$ cat src/rtl/host_addr_seq.sv
module host_addr_seq #(
  parameter int AW = 16,
  parameter int DW = 16
) (
  input  logic          clk,
  input  logic          rst_n,
  input  logic          host_addr_phase,
  input  logic          host_rd,
  input  logic          host_wr,
  input  logic [DW-1:0] host_wdata,
  output logic [DW-1:0] host_rdata,
  output logic          host_rvalid,
  output logic [DW-1:0] tgt_wdata,
  input  logic [DW-1:0] tgt_rdata,
  output logic [3:0]    reg_unit,
  output logic [7:0]    reg_offset,
  output logic          reg_rd,
  output logic          reg_wr,
  output logic [3:0]    buf_id,
  output logic [11:0]   buf_word,
  output logic          buf_rd,
  output logic          buf_wr,
  output logic          intr_clear
);
  localparam logic [AW-1:0] ZERO = '0;

  logic [AW-1:0] addr_q;
  logic [3:0]    nib;
  logic          data_rd, data_wr, access, in_reg, in_buf;

  assign nib     = addr_q[AW-1 -: 4];
  assign data_rd = !host_addr_phase && host_rd && !host_wr;
  assign data_wr = !host_addr_phase && host_wr;
  assign access  = data_rd || data_wr;
  assign in_reg  = (nib == 4'h0);
  assign in_buf  = nib[3] || (nib >= 4'h1 && nib <= 4'h3);

  assign reg_rd     = data_rd && in_reg;
  assign reg_wr     = data_wr && in_reg;
  assign buf_rd     = data_rd && in_buf;
  assign buf_wr     = data_wr && in_buf;
  assign intr_clear = access && (addr_q == ZERO);

  assign reg_unit   = addr_q[11:8];
  assign reg_offset = addr_q[7:0];
  assign buf_id     = nib;
  assign buf_word   = addr_q[11:0];
  assign tgt_wdata  = host_wdata;

  always_ff @(posedge clk) begin
    if (!rst_n)
      addr_q <= ZERO;
    else if (host_addr_phase && host_wr)
      addr_q <= host_wdata[AW-1:0];
    else if (access)
      addr_q <= addr_q + 1'b1;
  end

  always_ff @(posedge clk) begin
    if (!rst_n) begin
      host_rvalid <= 1'b0;
      host_rdata  <= '0;
    end else begin
      host_rvalid <= data_rd;
      if (data_rd)
        host_rdata <= (in_reg || in_buf) ? tgt_rdata : '0;
    end
  end
endmodule

$ cat config.mk
export PLATFORM = sky130hd
export DESIGN_NAME = host_addr_seq
export DESIGN_NICKNAME = d
export VERILOG_FILES = /design/src/rtl/host_addr_seq.sv
export SDC_FILE = /design/constraint.sdc
export NUM_CORES = 1
export LEC_CHECK = 0
export ABC_AREA = 1
export BUFFER_PORTS_ARGS = -buffer_cell sky130_fd_sc_hd__buf_4
export CORE_ASPECT_RATIO = 0.75
export CORE_MARGIN = 5
export CORE_UTILIZATION = 47
export CTS_BUF_LIST = sky130_fd_sc_hd__clkbuf_4
export CTS_CLUSTER_DIAMETER = 100
export CTS_CLUSTER_SIZE = 8
export DETAILED_ROUTE_END_ITERATION = 6
export PLACE_DENSITY = 0.82
export SLEW_MARGIN = 40
export SYNTH_ARGS = -nofsm -noshare
export SYNTH_HDL_FRONTEND = slang
export SYNTH_SLANG_ARGS = --single-unit
$ cat constraint.sdc
create_clock -name clk -period 1.6 [get_ports clk]
set_input_delay 0.08 -clock clk [delete_from_list [all_inputs] [get_ports clk]]
set_output_delay 0.08 -clock clk [all_outputs]
set_load 0.02 [all_outputs]
==> results.sh, run 1 <==
export IMPL_yosys_warnings=0
export IMPL_synthCells=306
export IMPL_leakage_nw=1.390
export IMPL_layout_drive_gt1_share_pct=37.44
export IMPL_critPathMaxFanout=8
export IMPL_synth_flop_cell="dfxtp_1"
export IMPL_cts_sinks=33
export IMPL_initialDrtViolationCount=151
export IMPL_cts_max_level=2
export IMPL_syn_num_nets=345
export IMPL_avgSynthCellArea_um2=6.726
export IMPL_max_freq_mhz=644.8
export IMPL_initial_utilization_pct=49.85
export IMPL_ys_seq_elements=33
export IMPL_totalWireLength_um=6718
export IMPL_dr_pass1_iters=4
export IMPL_grt_usage_pct=22.93
export IMPL_num_vias=2346
export IMPL_cp_required_ps=1520
export IMPL_portBuffers=102
export IMPL_layout_area_overhead_vs_synth_pct=44.01
export IMPL_n_antenna_cell=0
export IMPL_grt_max_degree=27
export IMPL_synth_edf_count=0
export IMPL_std_cell_rows=20
export IMPL_die_h_um=67.31
export IMPL_crit_path_start_kind="register"
export IMPL_hold_path_class="in2reg"
export IMPL_synthArstFlopShare_pct=0
export IMPL_critPathArrivalTime_ps=1470
export IMPL_yosysMostFrequentCell="nand2_1"
export IMPL_fin_ws_ps=49.13
export IMPL_io_pins=103
export IMPL_p_total_mw=2.225
export IMPL_cts_tree="done"
export IMPL_synth_cell_types=31
export IMPL_synth_area_leaders="dfxtp_1, buf_4, nand2_1"
export IMPL_setup_viol=0
export IMPL_die_area_mm2=0.005816
export IMPL_synth_top_area_cell="dfxtp_1"
export IMPL_clockBufferDepth=2
export IMPL_fin_crit_ps=1551
export IMPL_hpwl_um=4504
export IMPL_netlist_area_mm2=0.002058
export IMPL_remaining_drc_errors=0
export IMPL_tightest_slew_ps=566.6
export IMPL_clk_pin_slew_ps=130
export IMPL_slew_violations=0
export IMPL_die_width_um=86.41
export IMPL_crit_type="reg2out"
export IMPL_fin_util_pct=71.79
export IMPL_drtAntennaViolNets=0
export IMPL_clk_latency_ps=350
export IMPL_gr_total_overflow=0
export IMPL_synthTopCellsByCount="nand2_1, nor2_1, a21oi_1, dfxtp_1, buf_4"
export IMPL_globalplace_congestion=0.8889
export IMPL_fin_area_mm2=0.002964
export IMPL_synth_yosys_seq_area_share_pct=32.10
export IMPL_fin_skew_ps=25.54
export IMPL_avgRoutedWirePerCell_um=14.83
export IMPL_clock_root_buffer="clkbuf_4"
export IMPL_finalHoldViolations=0
export IMPL_core_mm2=0.004129
export IMPL_place_area_mm2=0.002624
export IMPL_avgViaCountPerCell=5.179
export IMPL_period_share_pct=96.93
export IMPL_post_place_ws_ps=94.40
export IMPL_cts_buffers=5
export IMPL_grt_pass1_vias=2241
export IMPL_status="completed"
export IMPL_nets=436
export IMPL_power_density_mw_per_mm2=750.7
export IMPL_ir_drop_mv=0.5455
export IMPL_grt_pass1_wl_um=10590
export IMPL_synth_top_area_share_pct=32.10
export IMPL_maxCapViolations=0
export IMPL_antenna_found_initial=0
export IMPL_relSlewSlack_pct=62.14
export IMPL_worst_setup_path_end_kind="primary output"
-- metrics by stage --
step | TNS (ps) | instances | hold slack (ps)
after floorplan | 0 | 306 | 220.7
after global placement | 0 | 425 | 306.8
after detailed placement | 0 | 425 | 311.6
after CTS | 0 | 450 | 2.553
after global routing | -13.33 | 453 | 21.67
final | 0 | 453 | 11.59
-- sequential cells by signal (all words and copies together), names as in the netlist --
register,count
addr_q,16
host_rvalid,1
host_rdata,16
-- power by group --
group / switching, mW / internal (mW) / total [mW]
logic: 0.345 / 0.290 / 0.635
clock network: 0.334 / 0.331 / 0.665
registers: 0.0565 / 0.869 / 0.925
total: 0.736 / 1.49 / 2.23
-- worst max-delay path: stages, from the launching register on --
cell and delay [ps]:
dfxtp_1 430, nor4_4 300, nand3_1 120, a21oi_2 130, buf_4 150
-- path summary, 6_finish.rpt --
path | start | endpoint | slack (ps) | depth (start not counted)
worst max-delay path | addr_q[8] | intr_clear | 50 | 4
worst min register to register | addr_q[12] | addr_q[12] | 500 | 2
worst min-delay path | host_wdata[0] | addr_q[0] | 10 | 3
worst max register to register | addr_q[6] | addr_q[13] | 120 | 7
-- kinds of logic (layout without fill, tap and decap cells) --
logic type                 Yosys count  after routing  synth area share [%]
and+or+nand+nor                    128            128                 28.02
adders and majority gates            2              2                 1.216
AOI/OAI and AO/OA                   73             73                 19.21
buffers and inverters               70            162                 19.45
DFF                                 33             33                 32.10
-- area by class of cell --
type / count / area, um^2
tap: 55 / 68.82
multi-input combinational: 203 / 1042
sequential: 33 / 676.9
clock buffer: 5 / 37.54
inverter: 29 / 111.4
clock inverter: 3 / 46.29
fill: 334 / 1165
timing repair buffer: 125 / 980.9
-- routing by layer --
metal | GRT usage [%] | up-vias | wire [um] | share of wire [%]
met5 | 0 | - | 0 | 0
met4 | 8.171 | 0 | 117 | 1.7
met3 | 7.073 | 12 | 753 | 11
met2 | 37.60 | 117 | 3099 | 46
met1 | 28.62 | 1057 | 2748 | 41
li1 | - | 1160 | - | -
-- what timing repair did --
action,in CTS,in global routing
gates resized for setup,11,11
pin swaps,1,1
setup endpoints to repair,1,3
buffers inserted,0,3
hold buffers,17,0
hold endpoints to repair,17,0
-- placed cells by master, fill, tap and decap left out, drive strengths merged, types with 3 or more instances in the layout --
| cell type | count |
|---|---|
| nand2 | 62 |
| nand3 | 20 |
| nor2 | 38 |
| nor3 | 3 |
| dlygate4sd3 | 17 |
| buf | 108 |
| a21oi | 33 |
| o21ai | 28 |
| nand4 | 3 |
| dfxtp | 33 |
| clkbuf | 5 |
| inv | 28 |
| o211ai | 5 |
Power figures use the tool's default switching activity.
==> run 2, diff against run 1 <==
Settings changed: BUFFER_PORTS_ARGS -buffer_cell sky130_fd_sc_hd__buf_4 to unset, CORE_UTILIZATION 47 to 60, DONT_BUFFER_PORTS set to 1, PLACE_DENSITY 0.82 to 0.76.
==> run 2 against run 1 <==
Against the previous run:
- sequential cell count did not move
- first-iteration DRC count fell by 22%
- sequential share of layout area rose by 5.9 points
- die area is 19% lower
- critical path type unchanged
- sequential power grew 2.4%
- non-clock buffer count fell by 78
- via count down 12%
- count of clock-buffer cells in the layout grew 1
- register-to-register slack improved by 60 ps
- utilization fell by 0.52 points
==> results.sh, run 2 (synthesized netlist as in run 1, its figures left out) <==
export IMPL_ir_drop_mv=0.7579
export IMPL_grt_pass1_wl_um=8963
export IMPL_totalWireLength_um=5655
export IMPL_layout_drive_gt1_share_pct=20.94
export IMPL_fin_util_pct=71.27
export IMPL_critPathArrivalTime_ps=1450
export IMPL_path_buf_inv=1
export IMPL_post_place_ws_ps=147.2
export IMPL_fin_skew_ps=9.982
export IMPL_setup_viol=0
export IMPL_globalplace_congestion=0.8739
export IMPL_cts_tree="done"
export IMPL_core_mm2=0.003288
export IMPL_maxCapViolations=0
export IMPL_final_cell_mix="nand2_1, nor2_1, a21oi_1"
export IMPL_status="completed"
export IMPL_initial_utilization_pct=62.60
export IMPL_grt_max_degree=27
export IMPL_seq_area_um2=673.1
export IMPL_layout_area_overhead_vs_synth_pct=13.86
export IMPL_period_share_pct=95.39
export IMPL_nFillCells=303
export IMPL_relSlewSlack_pct=55.80
export IMPL_slowest_delay_ps=410
export IMPL_rsz0062_at_grt="true"
export IMPL_cts_max_level=2
export IMPL_multiInputGateArea_mm2=0.001037
export IMPL_avgRoutedWirePerCell_um=15.71
export IMPL_clk_latency_ps=330
export IMPL_hpwl_um=3714
export IMPL_worst_setup_path_end_kind="primary output"
export IMPL_place_area_mm2=0.001974
export IMPL_dr_pass1_iters=4
export IMPL_cts_buffers=5
export IMPL_clock_root_buffer="clkbuf_4"
export IMPL_die_area_mm2=0.004714
export IMPL_tightest_slew_ps=660.9
export IMPL_power_density_mw_per_mm2=781.1
export IMPL_antenna_found_initial=0
export IMPL_num_vias=2054
export IMPL_grt_pass1_vias=1898
export IMPL_cp_required_ps=1520
export IMPL_leakage_nw=0.9860
export IMPL_remaining_drc_errors=0
export IMPL_max_freq_mhz=655.2
export IMPL_critical_path_top_delay_family="simple AND/OR/NAND/NOR gates"
export IMPL_fin_crit_ps=1526
export IMPL_die_width_um=77.63
export IMPL_io_pins=103
export IMPL_clk_pin_slew_ps=110
export IMPL_crit_path_start_kind="register"
export IMPL_fin_area_mm2=0.002344
export IMPL_crit_type="reg2out"
export IMPL_slowest_stage="dfxtp_1"
export IMPL_cts_sinks=33
export IMPL_gr_total_overflow=0
export IMPL_hold_path_class="in2reg"
export IMPL_slew_violations=0
export IMPL_n_antenna_cell=0
export IMPL_clockBufferDepth=2
export IMPL_initialDrtViolationCount=118
export IMPL_avgViaCountPerCell=5.706
export IMPL_grt_usage_pct=23.54
export IMPL_layout_commonest_cell="nand2_1"
export IMPL_top_regs="addr_q x16, host_rdata x16, host_rvalid x1"
export IMPL_drtAntennaViolNets=0
export IMPL_critPathMaxFanout=7
export IMPL_fin_ws_ps=73.72
export IMPL_path_cells="nor4_2 > nand3_1 > a21oi_2 > buf_6"
export IMPL_portBuffers=0
export IMPL_die_h_um=60.73
export IMPL_nets=358
export IMPL_finalHoldViolations=0
export IMPL_std_cell_rows=18
## run 2: cell type report
cell class | instances | area share [%]
flip-flops and latches | 33 | 28.72
clock inverters | 2 | 0.4271
well taps | 40 | 2.136
inverters | 29 | 4.859
repair buffers | 47 | 17.67
multi-input cells | 203 | 44.26
clock buffers | 6 | 1.922
## run 2: stage by stage
stage | instances | hold WS (ps) | total power, mW | setup TNS (ps)
floorplan | 306 | 220.7 | 1.284 | 0
global placement | 326 | 160.1 | 1.278 | 0
detailed placement | 326 | 160.1 | 1.282 | 0
CTS | 357 | 7.003 | 1.800 | 0
global route | 360 | 44.72 | 1.939 | -7.332
finish | 360 | 15.00 | 1.830 | 0
## run 2: path summary, 6_finish.rpt
path                  from          to  slack [ps]  cells after the start
max              addr_q[8]  intr_clear          70                      4
min          host_wdata[4]   addr_q[4]          10                      4
max reg2reg      addr_q[1]  addr_q[10]         180                      8
min reg2reg      addr_q[9]   addr_q[9]         530                      2
## run 2: power breakdown
group | leakage [nW] | internal, mW | total, mW | switching [mW]
Sequential | 0.273 | 0.869 | 0.947 | 0.0775
Clock | 0.0354 | 0.184 | 0.470 | 0.285
Combinational | 0.678 | 0.165 | 0.414 | 0.249
Total | 0.986 | 1.22 | 1.83 | 0.612
## run 2: metal layers
metal	vias to the layer above	global-route usage, %	share of wire (%)
met1	948	31.14	41
met2	99	37.34	46
met3	5	8.754	12
met5	-	0	0
li1	1002	-	-
met4	0	4.657	0.44
## run 2: worst register-to-register path: stages, from the launching register on
cell and delay (ps):
dfxtp_4 400, ha_1 230, nand3_2 130, inv_1 90, nand2_2 70, nor3_2 140, nand2_1 70, a21oi_1 140
nor2_1 60
## run 2: timing repair
action	CTS	global route
hold buffers	23	0
endpoints found under the setup margin	1	5
endpoints found under the hold margin	23	0
gates resized for setup	5	19
setup buffers	0	3
pin swaps	0	4
==> run 3, diff against run 2 <==
Settings changed: RECOVER_POWER set to 100.
==> run 3 against run 2 <==
Against the previous run:
- global-route usage unchanged
- utilization is essentially flat
- hold slack unchanged
- die area stayed put
- setup slack stayed put
- sequential power is essentially flat
- critical path type unchanged
- largest cell class unchanged
- largest power group unchanged
- highest routed layer unchanged
==> results.sh, run 3 (synthesized netlist as in run 1, its figures left out) <==
export IMPL_top_regs="addr_q x16, host_rdata x16, host_rvalid x1"
export IMPL_die_width_um=77.63
export IMPL_nFillCells=304
export IMPL_hold_path_class="in2reg"
export IMPL_clk_latency_ps=330
export IMPL_core_mm2=0.003288
export IMPL_leakage_nw=0.9855
export IMPL_grt_max_degree=27
export IMPL_setup_viol=0
export IMPL_max_freq_mhz=655.2
export IMPL_critPathArrivalTime_ps=1450
export IMPL_globalplace_congestion=0.8739
export IMPL_cts_buffers=5
export IMPL_fin_skew_ps=9.982
export IMPL_clockBufferDepth=2
export IMPL_nets=358
export IMPL_initialDrtViolationCount=118
export IMPL_fin_ws_ps=73.72
export IMPL_worst_setup_path_end_kind="primary output"
export IMPL_gr_total_overflow=0
export IMPL_layout_drive_gt1_share_pct=20.63
export IMPL_cp_required_ps=1520
export IMPL_status="completed"
export IMPL_cts_max_level=2
export IMPL_slew_violations=0
export IMPL_layout_area_overhead_vs_synth_pct=13.80
export IMPL_fin_crit_ps=1526
export IMPL_slowest_stage="dfxtp_1"
export IMPL_final_cell_mix="nand2_1, nor2_1, a21oi_1"
export IMPL_seq_area_um2=671.9
export IMPL_period_share_pct=95.39
export IMPL_finalHoldViolations=0
export IMPL_layout_commonest_cell="nand2_1"
export IMPL_num_vias=2054
export IMPL_stdcell_count=360
export IMPL_multiInputGateArea_mm2=0.001037
export IMPL_totalWireLength_um=5655
export IMPL_initial_utilization_pct=62.60
export IMPL_fin_area_mm2=0.002342
export IMPL_std_cell_rows=18
export IMPL_clk_pin_slew_ps=110
export IMPL_io_pins=103
export IMPL_n_antenna_cell=0
export IMPL_crit_path_start_kind="register"
export IMPL_hpwl_um=3714
export IMPL_cts_tree="done"
export IMPL_fin_tns_setup_ps=0
export IMPL_critPathMaxFanout=7
export IMPL_post_place_ws_ps=147.2
export IMPL_drtAntennaViolNets=0
export IMPL_maxCapViolations=0
export IMPL_crit_type="reg2out"
export IMPL_portBuffers=0
export IMPL_power_density_mw_per_mm2=781.3
export IMPL_slowest_delay_ps=410
export IMPL_grt_usage_pct=23.54
export IMPL_ir_drop_mv=0.7579
export IMPL_grt_pass1_vias=1898
export IMPL_cts_sinks=33
export IMPL_antenna_found_initial=0
export IMPL_path_cells="nor4_2 > nand3_1 > a21oi_2 > buf_6"
export IMPL_remaining_drc_errors=0
export IMPL_dr_pass1_iters=4
export IMPL_relSlewSlack_pct=55.80
export IMPL_tightest_slew_ps=660.9
export IMPL_grt_pass1_wl_um=8963
export IMPL_avgViaCountPerCell=5.706
export IMPL_p_total_mw=1.830
export IMPL_avgRoutedWirePerCell_um=15.71
export IMPL_place_area_mm2=0.001974
export IMPL_dp_cells=326
export IMPL_clock_root_buffer="clkbuf_4"
export IMPL_rsz0062_at_grt="true"
export IMPL_die_h_um=60.73
export IMPL_die_area_mm2=0.004714
==> run 3: area by class of cell <==
| cell class | count | area share [%] |
|---|---|---|
| multi-input cells | 203 | 44.28 |
| flip-flops and latches | 33 | 28.69 |
| repair buffers | 47 | 17.68 |
| inverters | 29 | 4.861 |
| well taps | 40 | 2.137 |
| clock buffers | 6 | 1.923 |
| clock inverters | 2 | 0.4273 |
==> run 3: where the power goes <==
part	internal (mW)	switching, mW
logic	0.165	0.249
registers	0.869	0.0775
clock network	0.184	0.285
total	1.22	0.612
==> run 3: what timing repair did <==
item | 4_1_cts | 5_1_grt
buffers inserted | 0 | 3
setup endpoints to repair | 1 | 5
pin swaps | 0 | 4
gates resized for setup | 5 | 19
hold buffers | 23 | 0
endpoints found under the hold margin | 23 | 0
gates cloned | 0 | 0
==> run 3: metal layers <==
metal	part of all wire, %	up-vias	global-route usage [%]
met4	0.44	0	4.657
met5	0	-	0
met2	46	99	37.34
li1	-	1002	-
met1	41	948	31.14
met3	12	5	8.754
==> run 3: worst paths after layout <==
path / start / end / slack [ps] / cells past startpoint
worst max-delay path: addr_q[8] / intr_clear / 70 / 4
worst min-delay path: host_wdata[4] / addr_q[4] / 10 / 4
worst max register to register: addr_q[1] / addr_q[10] / 180 / 8
worst min register to register: addr_q[9] / addr_q[9] / 530 / 2
==> run 3: through the flow <==
step           util [%]  hold slack (ps)
2_1_floorplan         -            220.7
3_3_place_gp      60.05            160.1
3_5_place_dp      60.05            160.1
4_1_cts           69.03            7.003
5_1_grt           71.23            44.72
6_report          71.23            15.00
==> run 3: worst max-delay path, delay by kind of cell, from the launching register on <==
family	cells	cell delay, ps
simple gates	2	430
flops	1	410
compound gates	1	150
buf+inv	1	130
